[src/rtl/rm_pkg.sv]
package rm_pkg;

   typedef enum logic [1:0] {
      RM_IDLE = 2'd0,
      RM_LOAD = 2'd1,
      RM_READ = 2'd2
   } rm_phase_e;

   // Inter-column permutation: read position p takes column bitrev5(p);
   // the mapping is its own inverse.
   function automatic logic [4:0] col_perm(input logic [4:0] c);
      return {c[0], c[1], c[2], c[3], c[4]};
   endfunction

endpackage

[src/rtl/rm_bitbank.sv]
module rm_bitbank #(
   parameter int DEPTH = 128,
   parameter int AW    = 7
) (
   input  logic          clk,
   input  logic          wr_en,
   input  logic [AW-1:0] wr_addr,
   input  logic          wr_bit,
   input  logic [AW-1:0] rd_addr,
   output logic          rd_bit
);
   logic mem [DEPTH];

   always_ff @(posedge clk) begin
      if (wr_en) mem[wr_addr] <= wr_bit;
      rd_bit <= mem[rd_addr];
   end
endmodule

[src/rtl/rm_wr_map.sv]
module rm_wr_map #(
   parameter int AW    = 7,
   parameter int K_W   = 8,
   parameter int ROW_W = 3
) (
   input  logic [K_W-1:0]   nat_k,
   input  logic [ROW_W-1:0] rows,
   input  logic [K_W-1:0]   kpi,
   output logic [AW-1:0]    addr_main,
   output logic [AW-1:0]    addr_shift
);
   import rm_pkg::*;

   logic [K_W-1:0] k_prev;

   always_comb begin
      // matrix index seen by the offset interleaver is one lower, modulo kpi
      k_prev     = (nat_k == '0) ? kpi - K_W'(1) : nat_k - K_W'(1);
      addr_main  = AW'(K_W'(col_perm(nat_k[4:0])) * K_W'(rows) + (nat_k >> 5));
      addr_shift = AW'(K_W'(col_perm(k_prev[4:0])) * K_W'(rows) + (k_prev >> 5));
   end
endmodule

[src/rtl/rm_rd_walk.sv]
module rm_rd_walk #(
   parameter int AW    = 7,
   parameter int K_W   = 8,
   parameter int ROW_W = 3
) (
   input  logic             clk,
   input  logic             rst_n,
   input  logic             init,
   input  logic [1:0]       rv,
   input  logic             step,
   input  logic [ROW_W-1:0] rows,
   input  logic [4:0]       nd,
   input  logic [K_W-1:0]   kpi,
   output logic [AW-1:0]    addr,
   output logic [1:0]       bank_sel,
   output logic             is_null
);
   import rm_pkg::*;

   logic [4:0]       col_q;
   logic [ROW_W-1:0] row_q;
   logic             par_q;
   logic             odd_q;
   logic [ROW_W-1:0] last_row;
   logic [4:0]       start_col;
   logic [K_W-1:0]   base;
   logic [K_W-1:0]   nat;

   always_comb begin
      case (rv)
         2'd0:    start_col = 5'd2;
         2'd1:    start_col = 5'd26;
         2'd2:    start_col = 5'd9;
         default: start_col = 5'd21;
      endcase
   end

   assign last_row = rows - ROW_W'(1);

   always_ff @(posedge clk or negedge rst_n) begin
      if (!rst_n) begin
         col_q <= '0;
         row_q <= '0;
         par_q <= 1'b0;
         odd_q <= 1'b0;
      end else if (init) begin
         col_q <= start_col;
         row_q <= '0;
         par_q <= rv[1];
         odd_q <= 1'b0;
      end else if (step) begin
         if (par_q && !odd_q) begin
            odd_q <= 1'b1;
         end else begin
            odd_q <= 1'b0;
            if (row_q == last_row) begin
               row_q <= '0;
               if (col_q == 5'd31) begin
                  col_q <= '0;
                  par_q <= ~par_q;
               end else begin
                  col_q <= col_q + 5'd1;
               end
            end else begin
               row_q <= row_q + ROW_W'(1);
            end
         end
      end
   end

   always_comb begin
      base     = K_W'({row_q, col_perm(col_q)});
      if (par_q && odd_q)
         nat = (base + K_W'(1) == kpi) ? '0 : base + K_W'(1);
      else
         nat = base;
      is_null  = nat < K_W'(nd);
      addr     = AW'(K_W'(col_q) * K_W'(rows) + K_W'(row_q));
      bank_sel = par_q ? (odd_q ? 2'd2 : 2'd1) : 2'd0;
   end

   assert_row_bound_R3: assert property (@(posedge clk) disable iff (!rst_n)
      step |-> (row_q < rows));
endmodule

[src/rtl/turbo_rate_match.sv]
module turbo_rate_match #(
   parameter int D_MAX = 128,
   parameter int E_W   = 12,
   parameter int LEN_W = $clog2(D_MAX + 1)
) (
   input  logic             clk,
   input  logic             rst_n,
   input  logic             cfg_start,
   input  logic [LEN_W-1:0] cfg_len,
   input  logic [E_W-1:0]   cfg_e,
   input  logic [1:0]       cfg_rv,
   input  logic             in_valid,
   input  logic             in_sys,
   input  logic             in_par1,
   input  logic             in_par2,
   output logic             busy,
   output logic             out_valid,
   output logic             out_bit,
   output logic             out_last
);
   import rm_pkg::*;

   localparam int R_MAX   = (D_MAX + 31) / 32;
   localparam int KPI_MAX = 32 * R_MAX;
   localparam int AW      = $clog2(KPI_MAX);
   localparam int K_W     = $clog2(KPI_MAX + 1);
   localparam int ROW_W   = $clog2(R_MAX + 1);
   localparam int PAD_W   = LEN_W + 6;

   if (D_MAX < 1) begin : g_bad_dmax
      $error("D_MAX must be at least 1");
   end
   if (E_W < 1) begin : g_bad_ew
      $error("E_W must be at least 1");
   end
   if (LEN_W < $clog2(D_MAX + 1)) begin : g_bad_lenw
      $error("LEN_W too narrow for D_MAX");
   end

   rm_phase_e        phase_q;
   logic [LEN_W-1:0] len_q;
   logic [E_W-1:0]   e_q;
   logic [1:0]       rv_q;
   logic [ROW_W-1:0] rows_q;
   logic [4:0]       nd_q;
   logic [K_W-1:0]   kpi_q;
   logic [K_W-1:0]   wr_k;
   logic [LEN_W-1:0] wr_cnt;
   logic [E_W-1:0]   emit_cnt;
   logic [1:0]       sel1_q;

   logic [ROW_W-1:0] rows_n;
   logic [K_W-1:0]   kpi_n;
   logic             take_cfg;
   logic             load_fire;
   logic             load_done;
   logic             issue;
   logic             emit;
   logic [AW-1:0]    wr_addr_a;
   logic [AW-1:0]    wr_addr_b;
   logic [AW-1:0]    rd_addr;
   logic [1:0]       bank_sel;
   logic             rd_null;
   logic [2:0]       in_bits;
   logic [2:0]       rd_bits;

   assign rows_n    = ROW_W'((PAD_W'(cfg_len) + PAD_W'(31)) >> 5);
   assign kpi_n     = K_W'(rows_n) << 5;
   assign take_cfg  = cfg_start && (phase_q == RM_IDLE);
   assign load_fire = in_valid && (phase_q == RM_LOAD);
   assign load_done = load_fire && (wr_cnt == len_q - LEN_W'(1));
   assign issue     = (phase_q == RM_READ) && (emit_cnt != e_q);
   assign emit      = issue && !rd_null;
   assign in_bits   = {in_par2, in_par1, in_sys};
   assign busy      = (phase_q != RM_IDLE);

   always_ff @(posedge clk or negedge rst_n) begin
      if (!rst_n) begin
         phase_q  <= RM_IDLE;
         len_q    <= '0;
         e_q      <= '0;
         rv_q     <= '0;
         rows_q   <= '0;
         nd_q     <= '0;
         kpi_q    <= '0;
         wr_k     <= '0;
         wr_cnt   <= '0;
         emit_cnt <= '0;
      end else begin
         case (phase_q)
            RM_IDLE: if (take_cfg) begin
               len_q    <= cfg_len;
               e_q      <= cfg_e;
               rv_q     <= cfg_rv;
               rows_q   <= rows_n;
               kpi_q    <= kpi_n;
               nd_q     <= 5'(kpi_n - K_W'(cfg_len));
               wr_k     <= K_W'(5'(kpi_n - K_W'(cfg_len)));
               wr_cnt   <= '0;
               emit_cnt <= '0;
               phase_q  <= RM_LOAD;
            end
            RM_LOAD: if (load_fire) begin
               wr_k   <= wr_k + K_W'(1);
               wr_cnt <= wr_cnt + LEN_W'(1);
               if (load_done) phase_q <= RM_READ;
            end
            RM_READ: begin
               if (emit) emit_cnt <= emit_cnt + E_W'(1);
               if (emit_cnt == e_q) phase_q <= RM_IDLE;
            end
            default: phase_q <= RM_IDLE;
         endcase
      end
   end

   always_ff @(posedge clk or negedge rst_n) begin
      if (!rst_n) begin
         out_valid <= 1'b0;
         out_last  <= 1'b0;
         sel1_q    <= '0;
      end else begin
         out_valid <= emit;
         out_last  <= emit && (emit_cnt == e_q - E_W'(1));
         sel1_q    <= bank_sel;
      end
   end

   always_comb begin
      case (sel1_q)
         2'd0:    out_bit = rd_bits[0];
         2'd1:    out_bit = rd_bits[1];
         default: out_bit = rd_bits[2];
      endcase
   end

   rm_wr_map #(.AW(AW), .K_W(K_W), .ROW_W(ROW_W)) u_wr_map (
      .nat_k      (wr_k),
      .rows       (rows_q),
      .kpi        (kpi_q),
      .addr_main  (wr_addr_a),
      .addr_shift (wr_addr_b)
   );

   rm_rd_walk #(.AW(AW), .K_W(K_W), .ROW_W(ROW_W)) u_rd_walk (
      .clk      (clk),
      .rst_n    (rst_n),
      .init     (load_done),
      .rv       (rv_q),
      .step     (issue),
      .rows     (rows_q),
      .nd       (nd_q),
      .kpi      (kpi_q),
      .addr     (rd_addr),
      .bank_sel (bank_sel),
      .is_null  (rd_null)
   );

   for (genvar g = 0; g < 3; g++) begin : g_bank
      rm_bitbank #(.DEPTH(KPI_MAX), .AW(AW)) u_bank (
         .clk     (clk),
         .wr_en   (load_fire),
         .wr_addr ((g == 2) ? wr_addr_b : wr_addr_a),
         .wr_bit  (in_bits[g]),
         .rd_addr (rd_addr),
         .rd_bit  (rd_bits[g])
      );
   end

   assert_cfg_range_R2: assert property (@(posedge clk) disable iff (!rst_n)
      take_cfg |-> (cfg_len != '0) && (cfg_len <= LEN_W'(D_MAX)));
   assert_wr_in_matrix_R3: assert property (@(posedge clk) disable iff (!rst_n)
      load_fire |-> (K_W'(wr_addr_a) < kpi_q) && (K_W'(wr_addr_b) < kpi_q));
   assert_last_needs_valid_R8: assert property (@(posedge clk) disable iff (!rst_n)
      out_last |-> out_valid);
   assert_nothing_after_last_R8: assert property (@(posedge clk) disable iff (!rst_n)
      out_last |=> !out_valid);
   assert_emit_bound_R8: assert property (@(posedge clk) disable iff (!rst_n)
      (phase_q == RM_READ) |-> (emit_cnt <= e_q));
   assert_cfg_hold_R9: assert property (@(posedge clk) disable iff (!rst_n)
      busy |=> ($stable(len_q) && $stable(e_q) && $stable(rv_q)));
   assert_quiet_load_R10: assert property (@(posedge clk) disable iff (!rst_n)
      (phase_q != RM_READ) |=> !out_valid);
endmodule

[config.mk]
export PLATFORM = sky130hd
export DESIGN_NAME = turbo_rate_match
export DESIGN_NICKNAME = d
export VERILOG_FILES = /design/src/rtl/rm_pkg.sv /design/src/rtl/rm_bitbank.sv /design/src/rtl/rm_wr_map.sv /design/src/rtl/rm_rd_walk.sv /design/src/rtl/turbo_rate_match.sv
export SDC_FILE = /design/constraint.sdc
export NUM_CORES = 1
export LEC_CHECK = 0
export ABC_AREA = 0
export BUFFER_PORTS_ARGS = -buffer_cell sky130_fd_sc_hd__buf_2
export CORE_ASPECT_RATIO = 0.6
export CORE_MARGIN = 2
export CORE_UTILIZATION = 60
export CTS_BUF_LIST = sky130_fd_sc_hd__clkbuf_16
export DETAILED_ROUTE_END_ITERATION = 10
export HOLD_SLACK_MARGIN = 0.08
export PLACE_DENSITY = 0.76
export SLEW_MARGIN = 5
export SYNTH_ARGS = -nofsm -noshare
export SYNTH_HDL_FRONTEND = slang
export SYNTH_HIERARCHICAL = 1
export SYNTH_SLANG_ARGS = --single-unit
[constraint.sdc]
create_clock -name clk -period 14.65 [get_ports clk]
set_input_delay 3.6625 -clock clk [delete_from_list [all_inputs] [get_ports clk]]
set_output_delay 3.6625 -clock clk [all_outputs]
set_load 0.05 [all_outputs]
==> results of run 1 <==
==> final timing paths <==
kind / from / endpoint / depth (start not counted)
setup / recovery: in_valid / g_bank[1].u_bank/mem[70] / 6
hold / removal: nd_q[1] / nd_q[1] / 2
setup reg to reg: rows_q[1] / g_bank[2].u_bank/rd_bit / 11
hold reg to reg: nd_q[1] / nd_q[1] / 2
max in group asynchronous: rst_n / nd_q[2] / 1
min in group asynchronous: rst_n / e_q[1] / 1
==> critical path: stages <==
cell,delay [ps]
buf_2,90
nand2_1,110
inv_1,800
nor2b_1,340
nand3_1,660
nor2_1,370
==> power by group through the flow <==
stage	Sequential [W]	Clock, W	Combinational (W)
finish	0.00169	0.00106	0.00298
floorplan	0.00164	0	0.00215
detailed placement	0.00171	0	0.00293
global route	0.00171	0.00113	0.00324
CTS	0.00169	0.00108	0.00294
global placement	0.00171	0	0.00285
==> logic make-up after synthesis <==
group | after synthesis
flip-flops | 460
XOR/XNOR | 82
multiplexers | 139
other | 1
AND/OR/NAND/NOR | 908
AO/OA/AOI/OAI | 142
adder cells (fa/ha/maj) | 71
buffers and inverters | 148
==> synth_stat cells, types with 10 or more instances <==
cell and n:
nor2_1 440, edfxtp_1 384, nand2_1 183, mux4_2 78, dfrtp_1 73, clkbuf_1 58
ha_1 56, nand3_1 55, inv_1 52, xnor2_1 48, o21ai_0 42, mux2i_1 39
nor2b_1 36, nand4_1 32, xor2_1 32, a21oi_1 30, nor3_1 28, buf_2 22
and2_1 21, mux4_1 21, nor4_1 20, nand2b_1 18, fa_1 15, nand3b_1 10
==> cell type report <==
cell class,instances,area (µm²)
multi-input cells,1373,9762
clock buffers,42,1051
clock inverters,34,252.7
repair buffers,49,290.3
flip-flops and latches,460,13420
inverters,52,195.2
well taps,522,653.1
fillers,2959,13340
==> routing by layer <==
metal / part of all wire / GRT usage / wire length [µm] / vias up
li1: - / - / - / 7100
met1: 0.44 / 0.3850 / 22910 / 7753
met2: 0.45 / 0.4041 / 23550 / 615
met3: 0.090 / 0.06004 / 4661 / 82
met4: 0.017 / 0.05741 / 899 / 2
met5: 0.00025 / 0 / 13 / -
==> metrics by stage <==
step / power (W) / hold slack [ps] / worst slack [ps] / std cells / instance area, µm²
after floorplan: 0.003791 / 445.7 / 9434 / 1981 / 23730
after global placement: 0.004553 / 459.7 / 8437 / 2456 / 24320
after detailed placement: 0.004640 / 480.8 / 8304 / 2456 / 24320
after CTS: 0.005710 / 493.9 / 8893 / 2532 / 25620
after global routing: 0.006075 / 513.7 / 8626 / 2532 / 25620
final: 0.005729 / 494.6 / 8831 / 2532 / 25620
==> sequential cells by signal, summed over array words and instances (netlist names), 4 cells and up <==
register and cells:
len_q 8, nd_q 4, emit_cnt 12, wr_cnt 8, g_bank.u_bank/mem 384, e_q 12
wr_k 8, u_rd_walk/col_q 5
==> key figures, run 1 <==
Status
  – Outcome: finished clean

Synthesis
  – Synth Register Bits: 460
  – Seq/Total Area, Yosys: 0.5682
  – Mux contribution to synthesized area: 0.1148
  – Post-synth EDFFs: 384
  – Post-synth top area cell: edfxtp_1
  – Ys async rst share: 0.1587
  – Area contributors post-synth: edfxtp_1 49%, dfrtp_1 7.7%, mux4_2 7.4%
  – Ys flop type: edfxtp_1
  – Cell Area, Synth: 23610 µm²
  – Post-synthesis compound-gate area fraction: 0.04006
  – Ys Warns: 6
  – Simple-gate share of the synthesized area: 0.1754
  – Post-Synth XOR/XNOR Area: 0.03158
  – Syn Area/Cell: 12.10 µm²
  – Post-synth top area share: 0.4883
  – Yosys cell types: 78
  – Synth Instances: 1951
  – Adder-Cell Fraction of Synth Area: 0.04239
  – Largest family of logic cells by synthesized area: simple AND/OR/NAND/NOR gates

STA
  – Period utilization: 0.3972
  – Final TNS setup: 0 ps
  – Slew Limit Fails: 0
  – Endpoints failing setup: 0
  – Worst-Margin Slew: 1114 ps
  – Rel. slew slack: 0.2380
  – Fmax: 171.8 MHz
  – Minimum clock period: 5819 ps
  – Layout Skew: 28.86 ps
  – Unrepaired setup endpoints after global routing: no
  – Final hold viol count: 0

Critical path
  – R2R setup slack: 8940 ps
  – Worst Path Arrival: 6050 ps
  – Crit Path Class: in2reg
  – Critical path required time: 14880 ps
  – Maximum fanout along the worst path: 29
  – Startpoint types: primary input
  – Critical Path End Type: flip-flop

Die
  – Initial core utilization: 0.6061
  – Top Ports: 33
  – Die X: 260.1 µm
  – Cell Rows: 56
  – Die area: 41010 µm²
  – Die Y: 157.7 µm
  – Core Footprint: 38960 µm²

Global routing
  – First-pass GRT wire length: 83.94 mm
  – GR Overflow Total: 0
  – Initial antenna violation count: 1
  – Largest net degree at the start of global routing: 129
  – Vias in the first global route: 15460
  – Overall global routing resource usage: 0.2622

Drt
  – Drc violations: 0
  – WL final: 52.03 mm
  – Antenna Nets Post-Route: 0
  – DR pass1 iterations: 5
  – Via/cell ratio: 6.142
  – DRT iter0 DRCs: 1765
  – Routed vias: 15550
  – Routed WL per cell: 20.55 µm

Cells and area
  – Ant diodes: 0
  – Commonest non-fill, non-tap cells in the layout: 440 x nor2_1, 384 x edfxtp_1, 183 x nand2_1, 78 x mux4_2, 73 x dfrtp_1
  – P&R area growth vs syn: 8.504%
  – Final core occ: 0.6577
  – Final net count: 2078
  – Commonest non-fill, non-tap cell in the layout: nor2_1
  – Share of cells above drive strength 1: 0.1065

Power
  – Leak: 8.866 nW
  – P_int: 0.003164 W
  – Sw Share: 0.4476
  – PwrDens: 223.6 nW/µm²
  – Flop pwr share: 0.295
  – VDD IR max: 122.2 µV
  – Comb pwr share: 0.519
  – Net Switching: 0.002564 W
  – Clock power share: 0.186

Run
  – Max-cap violations: 0

Clock network
  – Post-CTS sizing: 0
  – Clk buf depth: 3
  – Cts-stage hold buffer count: 0
  – CTS sink cnt: 460
  – Clock-pin slew on the worst setup and hold paths: 60 ps
  – CTS tree: done
  – Cts bufs inserted: 42
  – Worst-Skew Late Latency: 560 ps
  – CTS H-Tree Depth: 2
  – Setup Buffers After CTS: 0
  – Root buffer cell: clkbuf_16

Place
  – PortBufs: 32
  – Post-DP HPWL: 32.76 mm
  – GPL Wtd Cong: 0.8420

Min path
  – Hold crit path type: reg2reg
Power figures use the tool's default switching activity.
==> inputs of run 2 (changes only) <==
Settings changed: ABC_AREA 0 to 1.
Clock period 14.65 ns to 5.75 ns, I/O delays scaled along.
==> run 2 against run 1 <==
Net effect: clock power grew to 2.5 times the previous value; via count grew 27%; register-to-register slack lost 8100 ps; combinational power shrank 89%; synthesized cell count grew 47%; count of clock-buffer cells in the layout grew 1; die area grew 4.6%; hold slack lost 4.0 ps; largest cell class unchanged; largest power group is now registers.
==> key figures, run 2 <==
Clock network
  – Cts-stage hold buffer count: 0 (unchanged)
  – Root buffer cell: clkbuf_16
  – Clk buf depth: 3 (unchanged)
  – CTS sink cnt: 460 (unchanged)
  – CTS H-Tree Depth: 2 (unchanged)
  – Clock-pin slew on the worst setup and hold paths: 60 ps (about the same)
  – Setup Buffers After CTS: 0 (unchanged)
  – CTS tree: done
  – Cts bufs inserted: 43 (+2.4%)
  – Worst-Skew Late Latency: 560 ps (about the same)
  – Post-CTS sizing: 0 (unchanged)

Synthesis
  – Ys flop type: edfxtp_1
  – Ys async rst share: 0.1587 (unchanged)
  – Commonest cells in the netlist: 819 x nand2_1, 470 x nor2_1, 423 x nand3_1
  – Synth Instances: 2868 (+47%)
  – Cell Area, Synth: 24730 µm² (+4.7%)
  – Seq/Total Area, Yosys: 0.5426 (-0.02564)
  – Post-synth top area share: 0.4663 (-0.02204)
  – Post-synth top area cell: edfxtp_1
  – Syn Area/Cell: 8.623 µm² (-29%)
  – Post-synth EDFFs: 384 (unchanged)
  – Synth Register Bits: 460 (unchanged)
  – Area contributors post-synth: edfxtp_1 47%, nand2_1 12%, nand3_1 8.6%
  – Ys Warns: 6 (unchanged)
  – Most frequent cell after synthesis: nand2_1
  – Yosys cell types: 53 (-32%)

Critical path
  – Crit Path Class: reg2reg
  – CP max stage delay: 570 ps (-230 ps)
  – Critical path required time: 6000 ps (-8880 ps)
  – Startpoint types: flip-flop
  – Most common cell on crit path: nand2_1
  – Reg-to-Reg End: g_bank[2].u_bank/mem[84]
  – Max stage delay cell, worst path: fa_1
  – Worst reg2reg path startpoint: wr_k[0]
  – Critical Path End Type: flip-flop
  – Maximum fanout along the worst path: 9 (-69%)
  – R2r worst-path depth: 21 (+10)
  – Critical path buffers and inverters: 4 (+2)
  – R2R setup slack: 860 ps (-8080 ps)
  – Worst Path Arrival: 5140 ps (-910 ps)
  – CP cell instances: inv_1, nand2_1, inv_1, ha_1, xor2_1, nand2_1, fa_1, inv_1, fa_1, ha_1, nand2_1, o21ai_0, a21o_1, nand2_1, nand2_1, nand3_1, nand2_1, inv_1, nor2_1, nand3_1, nor2_1
  – Critical path startpoint: wr_k[0]
  – Top delay family on crit path: adder cells

Drt
  – Routed vias: 19790 (+27%)
  – Via/cell ratio: 5.775 (-6.0%)
  – DRT iter0 DRCs: 2364 (+34%)
  – Drc violations: 0 (unchanged)
  – Routed WL per cell: 17.60 µm (-14%)
  – Antenna Nets Post-Route: 0 (unchanged)
  – WL final: 60.31 mm (+16%)
  – DR pass1 iterations: 6 (+1)

Cells and area
  – Share of cells above drive strength 1: 0.06667 (-0.03980)
  – Final Cell Area: 26400 µm² (+3.0%)
  – Most flops, register: g_bank.u_bank/mem
  – Reg area: 13420 µm² (unchanged)
  – Final core occ: 0.6505 (-0.007185)
  – Number of fill cells in the layout: 3374 (+14%)
  – Ant diodes: 0 (unchanged)
  – Largest regs: g_bank.u_bank/mem (384), e_q (12), emit_cnt (12)
  – Final net count: 2962 (+43%)
  – Commonest non-fill, non-tap cells in the layout: 819 x nand2_1, 470 x nor2_1, 423 x nand3_1, 384 x edfxtp_1, 232 x inv_1
  – Max reg flops: 384 (unchanged)
  – P&R area growth vs syn: 6.744%
  – Commonest non-fill, non-tap cell in the layout: nand2_1
  – Area occupied by multi-input gates: 9812 µm² (+0.51%)

Power
  – PwrDens: 252.7 nW/µm² (+13%)
  – Leak: 10.38 nW (+17%)
  – VDD IR max: 338.1 µV (+180%)

Die
  – Cell Rows: 57 (+1.8%)
  – Die Y: 161.3 µm (+2.3%)
  – Die area: 42910 µm² (+4.6%)
  – Core Footprint: 40580 µm² (+4.2%)
  – Die X: 266.1 µm (+2.3%)
  – Initial core utilization: 0.6094 (+0.003263)
  – Top Ports: 33 (unchanged)

Place
  – Placed inst area: 25120 µm² (+3.3%)
  – PortBufs: 32 (unchanged)
  – GPL Wtd Cong: 0.8851 (+5.1%)
  – Post-DP HPWL: 37.06 mm (+13%)

STA
  – Slew Limit Fails: 0 (unchanged)
  – Fmax: 204.4 MHz
  – Unrepaired setup endpoints after global routing: no
  – Period utilization: 0.8508
  – Endpoints failing setup: 0 (unchanged)
  – Worst-Margin Slew: 1217 ps (+102.4 ps)
  – Minimum clock period: 4892 ps
  – Final hold viol count: 0 (unchanged)
  – Rel. slew slack: 0.1890 (-0.04903)
  – Layout Skew: 31.71 ps (+2.854 ps)
  – Final TNS setup: 0 ps (unchanged)

Min path
  – Hold Crit Start: nd_q[1]
  – Hold crit path type: reg2reg
  – Number of cells on the worst hold path: 2 (unchanged)
  – Hold path endpoint: nd_q[1]

Global routing
  – Overall global routing resource usage: 0.2818 (+0.01964)
  – First-pass GRT wire length: 96.21 mm (+15%)
  – Initial antenna violation count: 0 (-1)
  – Vias in the first global route: 18330 (+19%)
  – GR Overflow Total: 0 (unchanged)
  – Largest net degree at the start of global routing: 129 (unchanged)

Status
  – Outcome: finished clean

Run
  – Max-cap violations: 0 (unchanged)
run 2: cell types whose count changed after synthesis, moves of 36 or more:
cell | before | now
mux2i_1 | 39 | 1
nand2_1 | 183 | 819
mux4_2 | 78 | 0
nor2b_1 | 36 | 0
inv_1 | 52 | 221
nand3_1 | 55 | 423
run 2: layer usage:
metal | GRT usage | part of all wire | vias up
li1 | - | - | 9359
met1 | 0.4232 | 0.43 | 9351
met2 | 0.4356 | 0.45 | 961
met3 | 0.04269 | 0.10 | 115
met4 | 0.06691 | 0.019 | 0
met5 | 0 | 0 | -
run 2: power by group:
part           total (W)  switching (W)  internal [W]
clock network    0.00267        0.00122       0.00144
registers        0.00369      0.0000490       0.00364
logic           0.000315       0.000206      0.000108
run 2: how the worst max path moves through the flow:
stage / endpoint / depth (start not counted)
2_1_floorplan: g_bank[2].u_bank/mem[74] / 21
3_3_place_gp: g_bank[2].u_bank/mem[58] / 21
6_report: g_bank[2].u_bank/mem[84] / 21
5_1_grt: g_bank[2].u_bank/mem[75] / 21
3_5_place_dp: g_bank[2].u_bank/mem[56] / 17
4_1_cts: g_bank[2].u_bank/mem[56] / 17
run 2: kinds of logic (layout without fill, tap and decap cells):
group,count (synthesis),after routing,synth area share
other,1,17,0.0001516
AND/OR/NAND/NOR,1836,1836,0.3144
flip-flops,460,460,0.5426
multiplexers,2,2,0.0008601
buffers and inverters,359,370,0.06451
adder cells (fa/ha/maj),71,71,0.04048
AO/OA/AOI/OAI,94,94,0.02080
XOR/XNOR,45,45,0.01624
run 2: worst reg2reg max path, cell delays in order (launching register included):
cell	delay [ps]
dfrtp_1	470
inv_1	80
nand2_1	90
inv_1	170
ha_1	280
xor2_1	250
nand2_1	120
fa_1	570
inv_1	50
fa_1	360
ha_1	370
nand2_1	70
o21ai_0	270
a21o_1	160
nand2_1	40
nand2_1	70
nand3_1	70
nand2_1	150
inv_1	80
nor2_1	280
nand3_1	350
nor2_1	250
run 2: area by class of cell:
type | count | area share
Sequential cell | 460 | 0.5083
Multi-Input combinational cell | 2065 | 0.3717
Clock buffer | 43 | 0.04076
Inverter | 236 | 0.03361
Tap cell | 531 | 0.02517
Timing Repair Buffer | 56 | 0.01299
Clock inverter | 35 | 0.007489
run 2: metrics by stage:
step | cells | setup slack [ps] | hold WS [ps] | power, W
detailed placement | 3348 | 961.8 | 479.4 | 0.004067
global route | 3426 | 527.7 | 516.8 | 0.006879
finish | 3426 | 858.0 | 490.6 | 0.006670
floorplan | 2884 | 1606 | 435.6 | 0.003963
global placement | 3348 | 1074 | 464.6 | 0.004053
CTS | 3426 | 962.0 | 494.4 | 0.006700
